## src/rtl/spi_cfg_pkg.sv

```systemverilog
package spi_cfg_pkg;

    typedef enum logic [2:0] {
        ST_IDLE  = 3'd0,
        ST_INSTR = 3'd1,
        ST_WRITE = 3'd2,
        ST_READ  = 3'd3,
        ST_DONE  = 3'd4
    } cfg_state_e;

    typedef enum logic [1:0] {
        WL_ONE    = 2'b00,
        WL_TWO    = 2'b01,
        WL_THREE  = 2'b10,
        WL_STREAM = 2'b11
    } wlen_e;

endpackage

```

## src/rtl/cfgport_sync.sv

```systemverilog
module cfgport_sync #(
    parameter int W = 3,
    parameter int STAGES = 2,
    parameter logic [W-1:0] RST_VAL = '0
) (
    input  logic         clk,
    input  logic         rst_n,
    input  logic [W-1:0] d,
    output logic [W-1:0] q
);

    logic [STAGES-1:0][W-1:0] stg;

    generate
        if (STAGES == 1) begin : g_single
            always_ff @(posedge clk or negedge rst_n) begin
                if (!rst_n) stg <= RST_VAL;
                else        stg <= d;
            end
        end else begin : g_chain
            always_ff @(posedge clk or negedge rst_n) begin
                if (!rst_n) stg <= {STAGES{RST_VAL}};
                else        stg <= {stg[STAGES-2:0], d};
            end
        end
    endgenerate

    assign q = stg[STAGES-1];

endmodule

```

## src/rtl/cfgport_edge.sv

```systemverilog
module cfgport_edge (
    input  logic clk,
    input  logic rst_n,
    input  logic lvl,
    output logic rise,
    output logic fall
);

    logic lvl_d;

    always_ff @(posedge clk or negedge rst_n) begin
        if (!rst_n) lvl_d <= 1'b0;
        else        lvl_d <= lvl;
    end

    assign rise = lvl & ~lvl_d;
    assign fall = ~lvl & lvl_d;

endmodule

```

## src/rtl/cfgport_txsh.sv

```systemverilog
module cfgport_txsh #(
    parameter int DATA_W = 8
) (
    input  logic              clk,
    input  logic              rst_n,
    input  logic              active,
    input  logic              shift_evt,
    input  logic [DATA_W-1:0] load_val,
    output logic              bit_o
);

    localparam int IDX_W = $clog2(DATA_W);

    logic [IDX_W-1:0]  idx_q;
    logic [DATA_W-2:0] rest_q;

    always_ff @(posedge clk or negedge rst_n) begin
        if (!rst_n) begin
            idx_q  <= '0;
            rest_q <= '0;
            bit_o  <= 1'b0;
        end else if (!active) begin
            idx_q <= '0;
        end else if (shift_evt) begin
            if (idx_q == '0) {bit_o, rest_q} <= load_val;
            else             {bit_o, rest_q} <= {rest_q, 1'b0};
            idx_q <= (idx_q == IDX_W'(DATA_W-1)) ? '0 : idx_q + 1'b1;
        end
    end


    tx_idle_hold_chk: assert property (@(posedge clk) disable iff (!rst_n)
        !active |=> idx_q == '0);

endmodule

```

## src/rtl/cfgport_slave.sv

```systemverilog
module cfgport_slave
    import spi_cfg_pkg::*;
#(
    parameter int ADDR_W      = 13,
    parameter int DATA_W      = 8,
    parameter int SYNC_STAGES = 2,
    parameter bit SDO_EN      = 1'b1
) (
    input  logic              clk,
    input  logic              rst_n,
    input  logic              csb_i,
    input  logic              sclk_i,
    input  logic              sdio_i,
    output logic              sdio_o,
    output logic              sdio_oe,
    output logic              sdo_o,
    output logic              sdo_oe,
    output logic [ADDR_W-1:0] reg_addr,
    output logic [DATA_W-1:0] reg_wdata,
    output logic              reg_we,
    input  logic [DATA_W-1:0] reg_rdata
);

    localparam int HDR_W = ADDR_W + 3;
    localparam int CNT_W = $clog2(HDR_W);

    // synchronized pins and serial clock edges
    logic [2:0] pin_sync;
    logic       csb_s, sclk_s, sdio_s;
    logic       sclk_rise, sclk_fall;

    cfgport_sync #(
        .W      (3),
        .STAGES (SYNC_STAGES),
        .RST_VAL(3'b100)
    ) u_sync (
        .clk  (clk),
        .rst_n(rst_n),
        .d    ({csb_i, sclk_i, sdio_i}),
        .q    (pin_sync)
    );

    assign {csb_s, sclk_s, sdio_s} = pin_sync;

    cfgport_edge u_edge (
        .clk  (clk),
        .rst_n(rst_n),
        .lvl  (sclk_s),
        .rise (sclk_rise),
        .fall (sclk_fall)
    );

    // state and datapath registers
    cfg_state_e        state_q, state_d;
    logic [CNT_W-1:0]  bit_cnt_q;
    logic [1:0]        byte_cnt_q;
    logic [HDR_W-2:0]  hdr_sr_q;
    logic [DATA_W-2:0] dat_sr_q;
    wlen_e             wlen_q;
    logic [ADDR_W-1:0] addr_q;
    logic [DATA_W-1:0] wdata_q;
    logic              we_q;
    logic              oe_q;

    logic [HDR_W-1:0]  hdr_full;
    logic              hdr_last, byte_last, final_byte;

    assign hdr_full   = {hdr_sr_q, sdio_s};
    assign hdr_last   = sclk_rise && (bit_cnt_q == CNT_W'(HDR_W-1));
    assign byte_last  = sclk_rise && (bit_cnt_q == CNT_W'(DATA_W-1));
    assign final_byte = (wlen_q != WL_STREAM) && (byte_cnt_q == 2'(wlen_q));

    // state register
    always_ff @(posedge clk or negedge rst_n) begin
        if (!rst_n) state_q <= ST_IDLE;
        else        state_q <= state_d;
    end

    // next-state logic
    always_comb begin
        state_d = state_q;
        if (csb_s) begin
            state_d = ST_IDLE;
        end else begin
            unique case (state_q)
                ST_IDLE:  state_d = ST_INSTR;
                ST_INSTR: if (hdr_last)
                              state_d = hdr_full[HDR_W-1] ? ST_READ : ST_WRITE;
                ST_WRITE: if (byte_last && final_byte) state_d = ST_DONE;
                ST_READ:  if (byte_last && final_byte) state_d = ST_DONE;
                ST_DONE:  state_d = ST_DONE;
                default:  state_d = ST_IDLE;
            endcase
        end
    end

    // datapath and registered outputs
    always_ff @(posedge clk or negedge rst_n) begin
        if (!rst_n) begin
            bit_cnt_q  <= '0;
            byte_cnt_q <= '0;
            hdr_sr_q   <= '0;
            dat_sr_q   <= '0;
            wlen_q     <= WL_ONE;
            addr_q     <= '0;
            wdata_q    <= '0;
            we_q       <= 1'b0;
            oe_q       <= 1'b0;
        end else begin
            we_q <= 1'b0;
            if (we_q) addr_q <= addr_q + 1'b1;
            if (csb_s) begin
                bit_cnt_q  <= '0;
                byte_cnt_q <= '0;
                oe_q       <= 1'b0;
            end else if (sclk_rise) begin
                unique case (state_q)
                    ST_IDLE, ST_INSTR: begin
                        hdr_sr_q <= hdr_full[HDR_W-2:0];
                        if (hdr_last) begin
                            bit_cnt_q  <= '0;
                            byte_cnt_q <= '0;
                            wlen_q     <= wlen_e'(hdr_full[HDR_W-2 -: 2]);
                            addr_q     <= hdr_full[ADDR_W-1:0];
                            oe_q       <= hdr_full[HDR_W-1];
                        end else begin
                            bit_cnt_q <= bit_cnt_q + 1'b1;
                        end
                    end
                    ST_WRITE: begin
                        dat_sr_q <= {dat_sr_q[DATA_W-3:0], sdio_s};
                        if (byte_last) begin
                            bit_cnt_q  <= '0;
                            byte_cnt_q <= byte_cnt_q + 1'b1;
                            wdata_q    <= {dat_sr_q, sdio_s};
                            we_q       <= 1'b1;
                        end else begin
                            bit_cnt_q <= bit_cnt_q + 1'b1;
                        end
                    end
                    ST_READ: begin
                        if (byte_last) begin
                            bit_cnt_q  <= '0;
                            byte_cnt_q <= byte_cnt_q + 1'b1;
                            addr_q     <= addr_q + 1'b1;
                            if (final_byte) oe_q <= 1'b0;
                        end else begin
                            bit_cnt_q <= bit_cnt_q + 1'b1;
                        end
                    end
                    ST_DONE: ;
                    default: ;
                endcase
            end
        end
    end

    // read shifter
    logic tx_active, tx_bit;
    assign tx_active = (state_q == ST_READ) && !csb_s;

    cfgport_txsh #(.DATA_W(DATA_W)) u_tx (
        .clk      (clk),
        .rst_n    (rst_n),
        .active   (tx_active),
        .shift_evt(sclk_fall),
        .load_val (reg_rdata),
        .bit_o    (tx_bit)
    );

    assign sdio_o    = tx_bit;
    assign sdio_oe   = oe_q;
    assign reg_addr  = addr_q;
    assign reg_wdata = wdata_q;
    assign reg_we    = we_q;

    generate
        if (SDO_EN) begin : g_sdo
            assign sdo_o  = tx_bit;
            assign sdo_oe = oe_q;
        end else begin : g_no_sdo
            assign sdo_o  = 1'b0;
            assign sdo_oe = 1'b0;
        end
    endgenerate


    we_single_chk: assert property (@(posedge clk) disable iff (!rst_n)
        reg_we |=> !reg_we);


    we_from_write_chk: assert property (@(posedge clk) disable iff (!rst_n)
        reg_we |-> $past(state_q) == ST_WRITE);


    addr_step_chk: assert property (@(posedge clk) disable iff (!rst_n)
        reg_we |=> reg_addr == ADDR_W'($past(reg_addr) + 1'b1));


    oe_in_read_chk: assert property (@(posedge clk) disable iff (!rst_n)
        sdio_oe |-> state_q == ST_READ);


    abort_quiet_chk: assert property (@(posedge clk) disable iff (!rst_n)
        csb_s |=> !sdio_oe && !reg_we);

endmodule

```

## config.mk

```make
export PLATFORM = sky130hd
export DESIGN_NAME = cfgport_slave
export DESIGN_NICKNAME = d
export VERILOG_FILES = /design/src/rtl/spi_cfg_pkg.sv /design/src/rtl/cfgport_sync.sv /design/src/rtl/cfgport_edge.sv /design/src/rtl/cfgport_txsh.sv /design/src/rtl/cfgport_slave.sv
export SDC_FILE = /design/constraint.sdc
export NUM_CORES = 1
export LEC_CHECK = 0
export CORE_MARGIN = 3
export CORE_UTILIZATION = 40
export DETAILED_ROUTE_END_ITERATION = 10
export SYNTH_ARGS = -nofsm -noshare
export SYNTH_HDL_FRONTEND = slang
export SYNTH_SLANG_ARGS = --single-unit
```

## constraint.sdc

```tcl
create_clock -name clk -period 2.65 [get_ports clk]
set_input_delay 0.53 -clock clk [delete_from_list [all_inputs] [get_ports clk]]
set_output_delay 0.53 -clock clk [all_outputs]
set_load 0.01 [all_outputs]
```

==> results of run 1 <==
per-layer routing:
layer	global-route usage	vias up	wire length, um
li1	-	1206	-
met1	0.196	1209	3310
met2	0.241	54	3270
met3	0.0431	8	284
met4	0.0497	0	95
met5	0	-	0
registers in the layout, indices dropped and copies added, names as in the netlist, 2 cells and up:
name and flops:
hdr_sr_q 15, reg_addr 13, reg_wdata 8, dat_sr_q 7, u_tx.rest_q 7, bit_cnt_q 4, state_q 3, u_sync.q 3
u_sync.stg 3, u_tx.idx_q 3, byte_cnt_q 2, wlen_q 2
per-stage QoR:
stage | hold WS [ns] | setup WS [ns] | std cells
2_1_floorplan | 0.234 | 0.574 | 315
3_3_place_gp | 0.333 | 0.485 | 451
3_5_place_dp | 0.336 | 0.444 | 451
4_1_cts | 0.146 | 0.448 | 467
5_1_grt | 0.161 | 0.310 | 467
6_report | 0.144 | 0.460 | 467
cells by family after synthesis:
| logic type | share of synthesized area |
|---|---|
| and+or+nand+nor | 0.121 |
| xor gates and xnor gates | 0.0469 |
| AOI/OAI and AO/OA | 0.127 |
| DFF | 0.522 |
| muxes | 0.127 |
| buffers and inverters | 0.0384 |
| adders and majority gates | 0.0176 |
how the worst min path moves through the flow:
| stage | startpoint | to | slack [ns] | cells after the start |
|---|---|---|---|---|
| 2_1_floorplan | rst_n | bit_cnt_q[0] | 0.23 | 0 |
| 3_3_place_gp | u_sync.stg[1] | u_sync.q[1] | 0.33 | 0 |
| 3_5_place_dp | u_sync.stg[1] | u_sync.q[1] | 0.34 | 0 |
| 4_1_cts | rst_n | u_tx.rest_q[3] | 0.15 | 1 |
| 5_1_grt | rst_n | hdr_sr_q[9] | 0.16 | 1 |
| 6_report | rst_n | u_tx.idx_q[0] | 0.14 | 1 |
worst max-delay path, cell delays in order (launching register included):
cell and delay, ns:
dfrtp_1 0.41, or4b_4 0.58, a21o_1 0.21, a311oi_4 0.59
o211a_1 0.21, o31ai_1 0.07
area by class of cell:
| cell class | count | share of cell area |
|---|---|---|
| Clock buffer | 10 | 0.0295 |
| Clock inverter | 6 | 0.0318 |
| Timing Repair Buffer | 50 | 0.111 |
| Inverter | 8 | 0.00695 |
| Sequential cell | 74 | 0.429 |
| Tap cell | 105 | 0.0304 |
| Multi-Input combinational cell | 214 | 0.361 |
cells in the mapped netlist (8+ instances only):
library cell	count
o21ai_0	20
nand2_1	30
inv_1	8
mux2i_1	9
xor2_1	14
a22oi_1	9
dfrtp_1	72
clkbuf_1	8
nor2_1	14
a21oi_1	8
nand3_1	8
o22ai_1	8
mux2_2	32
power by group:
group / internal (mW) / switching, mW
clock network: 0.726 / 0.426
logic: 0.0755 / 0.0575
registers: 1.20 / 0.0527
==> results.yml, run 1 <==
cells_and_area:
  area_growth_pct: 21.7
  antenna_cells: 0
  final_cell_mix: "dfrtp_1 (72), clkdlybuf4s50_1 (37), mux2_2 (32)"
  multi_input_area_mm2: 0.00156
  fillers: 764
  nets: 375
  drive_gt1_frac: 0.191
  final_common_cell: "dfrtp_1"
  fin_area_mm2: 0.00432
  regArea_mm2: 0.00185
  fin_util: 0.513
logic_synthesis:
  synth_fp_nets: 333
  synth_top_area_frac: 0.507
  syn_inst: 315
  synthTopCellsByArea: "dfrtp_1 (51%), mux2_2 (10%), xor2_1 (3.5%)"
  yosysTopAreaCell: "dfrtp_1"
  syn_area_per_cell_um2: 11.3
  yosysWarnings: 0
  synth_cell_types: 47
  synth_flop_cell: "dfrtp_1"
  ys_seq_area_frac: 0.522
  async_flop_share: 1.00
  ys_ff_latch: 74
  synth-edff-count: 0
  syn_area_mm2: 0.00355
power_and_ir_drop:
  peakVddDrop_uv: 390
  fin_total_pwr_mw: 2.53
  power-per-cell-area_mw_per_mm2: 586
  leakage_nw: 2.03
clock_tree:
  cts_resized: 0
  clkLatencyLatePin_ns: 0.34
  cts_setup_buffers: 0
  h-tree-depth: 3
  tritoncts: "done"
  numCtsBuffers: 9
  cts_sinks: 74
  path_clk_slew_ns: 0.08
  clock-root-buffer: "clkbuf_8"
  max-clock-path-buffers: 2
  postCtsHoldBufs: 0
worst_setup_path:
  critPathKind: "flop to flop"
  rr_worst_depth: 5
  arrival_ns: 2.41
  r2r-start: "u_edge.lvl_d"
  rrSetupSlack_ns: 0.46
  path_max_fanout: 11
  startpoint_type: "flop"
  cp-end-kind: "flop"
  rr_endpoint: "reg_addr[9]"
  cp-endpoint: "reg_addr[9]"
  crit_start: "u_edge.lvl_d"
  crit_required_ns: 2.87
detailed_routing:
  vias_per_cell: 5.30
  drt-initial-drc-count: 67
  wl_um: 6950
  dr.pass1.iters: 4
  drc_errors: 0
  antenna_left: 0
  vias: 2477
  wire_per_inst_um: 14.9
placed_design:
  port_buffers: 38
  place_area_mm2: 0.00406
  dpl.hpwl_um: 4790
  gp_congestion: 0.841
sta:
  rsz0062_at_grt: "false"
  setup_viol: 0
  fin_crit_sh: 0.826
  final_max_slew_viol_count: 0
  worst_slew_pin_slew_ns: 0.623
  min_period_ns: 2.19
  finalHoldViolCount: 0
  fin_skew_ns: 0.0118
  finalSetupTns_ns: 0
  slew_headroom: 0.585
  clock.fmax_mhz: 457
die:
  initial_utilization: 0.422
  die_area_mm2: 0.0100
  die_height_um: 100
  boundaryPins: 39
  die_w_um: 100
  core-area_mm2: 0.00842
  rows: 33
status:
  status: "finished clean"
grt:
  grt_pass1_vias: 2487
  grt_start_max_net_pins: 39
  grt.total_usage: 0.150
  overflow: 0
  grt_first_pass_wirelength_um: 12000
  grt_antenna_before_repair: 0
hold_path:
  hold_class: "primary input to async pin"
flow_run:
  maxCapViolCount: 0
(Power assumes the default switching activity.)
==> inputs of run 2 (changes only) <==
- clock period: 2.65 -> 1.94 ns (I/O delays scaled with it)
==> run 2 against run 1 <==
Net effect:
- die area unchanged
- count of clock-buffer cells in the layout did not move
- clock power hardly changed
- core utilization grew 1.3 points
- sequential cell count did not move
- power is 21% higher
- critical path depth is the same
- via count up 1.9%
- critical endpoint is now hdr_sr_q[6]
==> results.yml, run 2 (synthesis gave the netlist of run 1 again) <==
status:
  status: "finished clean"
grt:
  grt_util_met3: 0.0299
  grt_start_max_net_pins: 34
  grtUsageMet2: 0.231
  grt.total_usage: 0.151
  busiest_layer: "met2"
  grtUsageMet1: 0.205
  grt_pass1_vias: 2504
  overflow: 0
  grt_first_pass_wirelength_um: 12000
  grt_antenna_before_repair: 0
cells_and_area:
  final_cell_mix: "dfrtp_1 (72), clkdlybuf4s50_1 (37), mux2_2 (32)"
  nets: 391
  final_cells: 483
  drive_gt1_frac: 0.238
  antenna_cells: 0
  fin_area_mm2: 0.00443
  final_common_cell: "dfrtp_1"
  top_register: "hdr_sr_q"
  area_growth_pct: 24.7
  largest_reg_flops: 15
worst_setup_path:
  arrival_ns: 2.10
  critPathKind: "flop to flop"
  cp-end-kind: "flop"
  crit_required_ns: 2.16
  cp_num_buf_inv: 2
  startpoint_type: "flop"
  slowest_stage: "or4b_4"
  worst_path_largest_cell_delay_ns: 0.56
  crit_chain: "or4b_4, buf_4, nor2_2, buf_4, mux2_2"
  crit_start: "u_edge.lvl_d"
  path_max_fanout: 11
  path_common_cell: "buf_4"
  rrSetupSlack_ns: 0.06
  r2r-start: "u_edge.lvl_d"
  crit_family: "simple AND/OR/NAND/NOR gates"
power_and_ir_drop:
  power-per-cell-area_mw_per_mm2: 693
  fin_total_pwr_mw: 3.07
  leakage_nw: 2.08
  peakVddDrop_uv: 291
die:
  die_height_um: 100
  core-area_mm2: 0.00842
  rows: 33
  boundaryPins: 39
  die_area_mm2: 0.0100
  initial_utilization: 0.422
  die_w_um: 100
sta:
  final_max_slew_viol_count: 0
  worst_slew_pin_slew_ns: 0.375
  min_period_ns: 1.88
  finalHoldViolCount: 0
  fin_skew_ns: 0.0163
  slew_headroom: 0.750
  clock.fmax_mhz: 533
  setup_viol: 0
  fin_crit_sh: 0.967
clock_tree:
  max-clock-path-buffers: 2
  numCtsBuffers: 9
  tritoncts: "done"
  h-tree-depth: 3
  clkLatencyLatePin_ns: 0.35
  path_clk_slew_ns: 0.07
  cts_sinks: 74
  clock-root-buffer: "clkbuf_8"
detailed_routing:
  vias: 2524
  wire_per_inst_um: 14.4
  dr.pass1.iters: 4
  drt-initial-drc-count: 57
  vias_per_cell: 5.23
  antenna_left: 0
  drc_errors: 0
  wl_um: 6960
placed_design:
  place_inst: 464
  dpl.hpwl_um: 4940
  place_area_mm2: 0.00417
  port_buffers: 38
  gp_congestion: 0.800
flow_run:
  maxCapViolCount: 0
hold_path:
  min-delay-start: "u_sync.stg[1]"
  hold_class: "flop to flop"
run 2: changes by cell type in the layout (fill, tap and decap cells not counted), sizes merged:
cell	previous run	this run
bufinv	4	1
clkinv	1	3
buf	13	28
clkinvlp	0	1
dlygate4sd3	0	1
run 2: power breakdown:
part           leakage (nW)  internal (mW)  switching, mW
logic                  1.03          0.113         0.0808
clock network        0.0966          0.597          0.574
registers             0.958           1.63         0.0690
run 2: path summary, 6_finish.rpt:
kind | end | cells after the start
setup reg to reg | hdr_sr_q[6] | 5
hold / removal | u_sync.q[1] | 0
hold reg to reg | u_sync.q[1] | 0
setup / recovery | hdr_sr_q[6] | 5
min in group asynchronous | u_sync.stg[0] | 2
max in group asynchronous | hdr_sr_q[13] | 3
run 2: what timing repair did:
action	in CTS	in global routing
endpoints found under the setup margin	0	23
hold buffers	1	0
setup buffers	0	2
resized for setup	0	7
endpoints found under the hold margin	25	0
run 2: area by class of cell:
type	count	area [um2]
Timing Repair Buffer	66	632
Tap cell	105	131
Fill cell	780	4000
Multi-Input combinational cell	214	1590
Sequential cell	74	1850
Clock buffer	10	128
Inverter	8	30.0
Clock inverter	6	65.1
run 2: routing by layer:
layer / part of all wire / vias up / wire length [um]
li1: - / 1242 / -
met1: 0.49 / 1228 / 3400
met5: 0 / - / 0
met2: 0.46 / 41 / 3200
met4: 0.022 / 0 / 153
met3: 0.029 / 13 / 205
run 2: per-stage QoR:
stage | hold WS (ns) | setup TNS (ns) | util | setup WS (ns)
after detailed placement | 0.340 | 0 | 0.495 | 0.0213
final | 0.354 | 0 | 0.526 | 0.0640
after floorplan | 0.0924 | -0.356 | - | -0.0726
after CTS | 0.357 | 0 | 0.519 | 0.0100
after global placement | 0.334 | 0 | 0.495 | 0.0548
after global routing | 0.369 | -0.0172 | 0.526 | -0.0104
==> inputs of run 3 (changes only) <==
- GPL_ROUTABILITY_DRIVEN: unset -> 0
==> results of run 3 <==
Same layout as run 2: the final DEF is identical, and so are final timing and power.
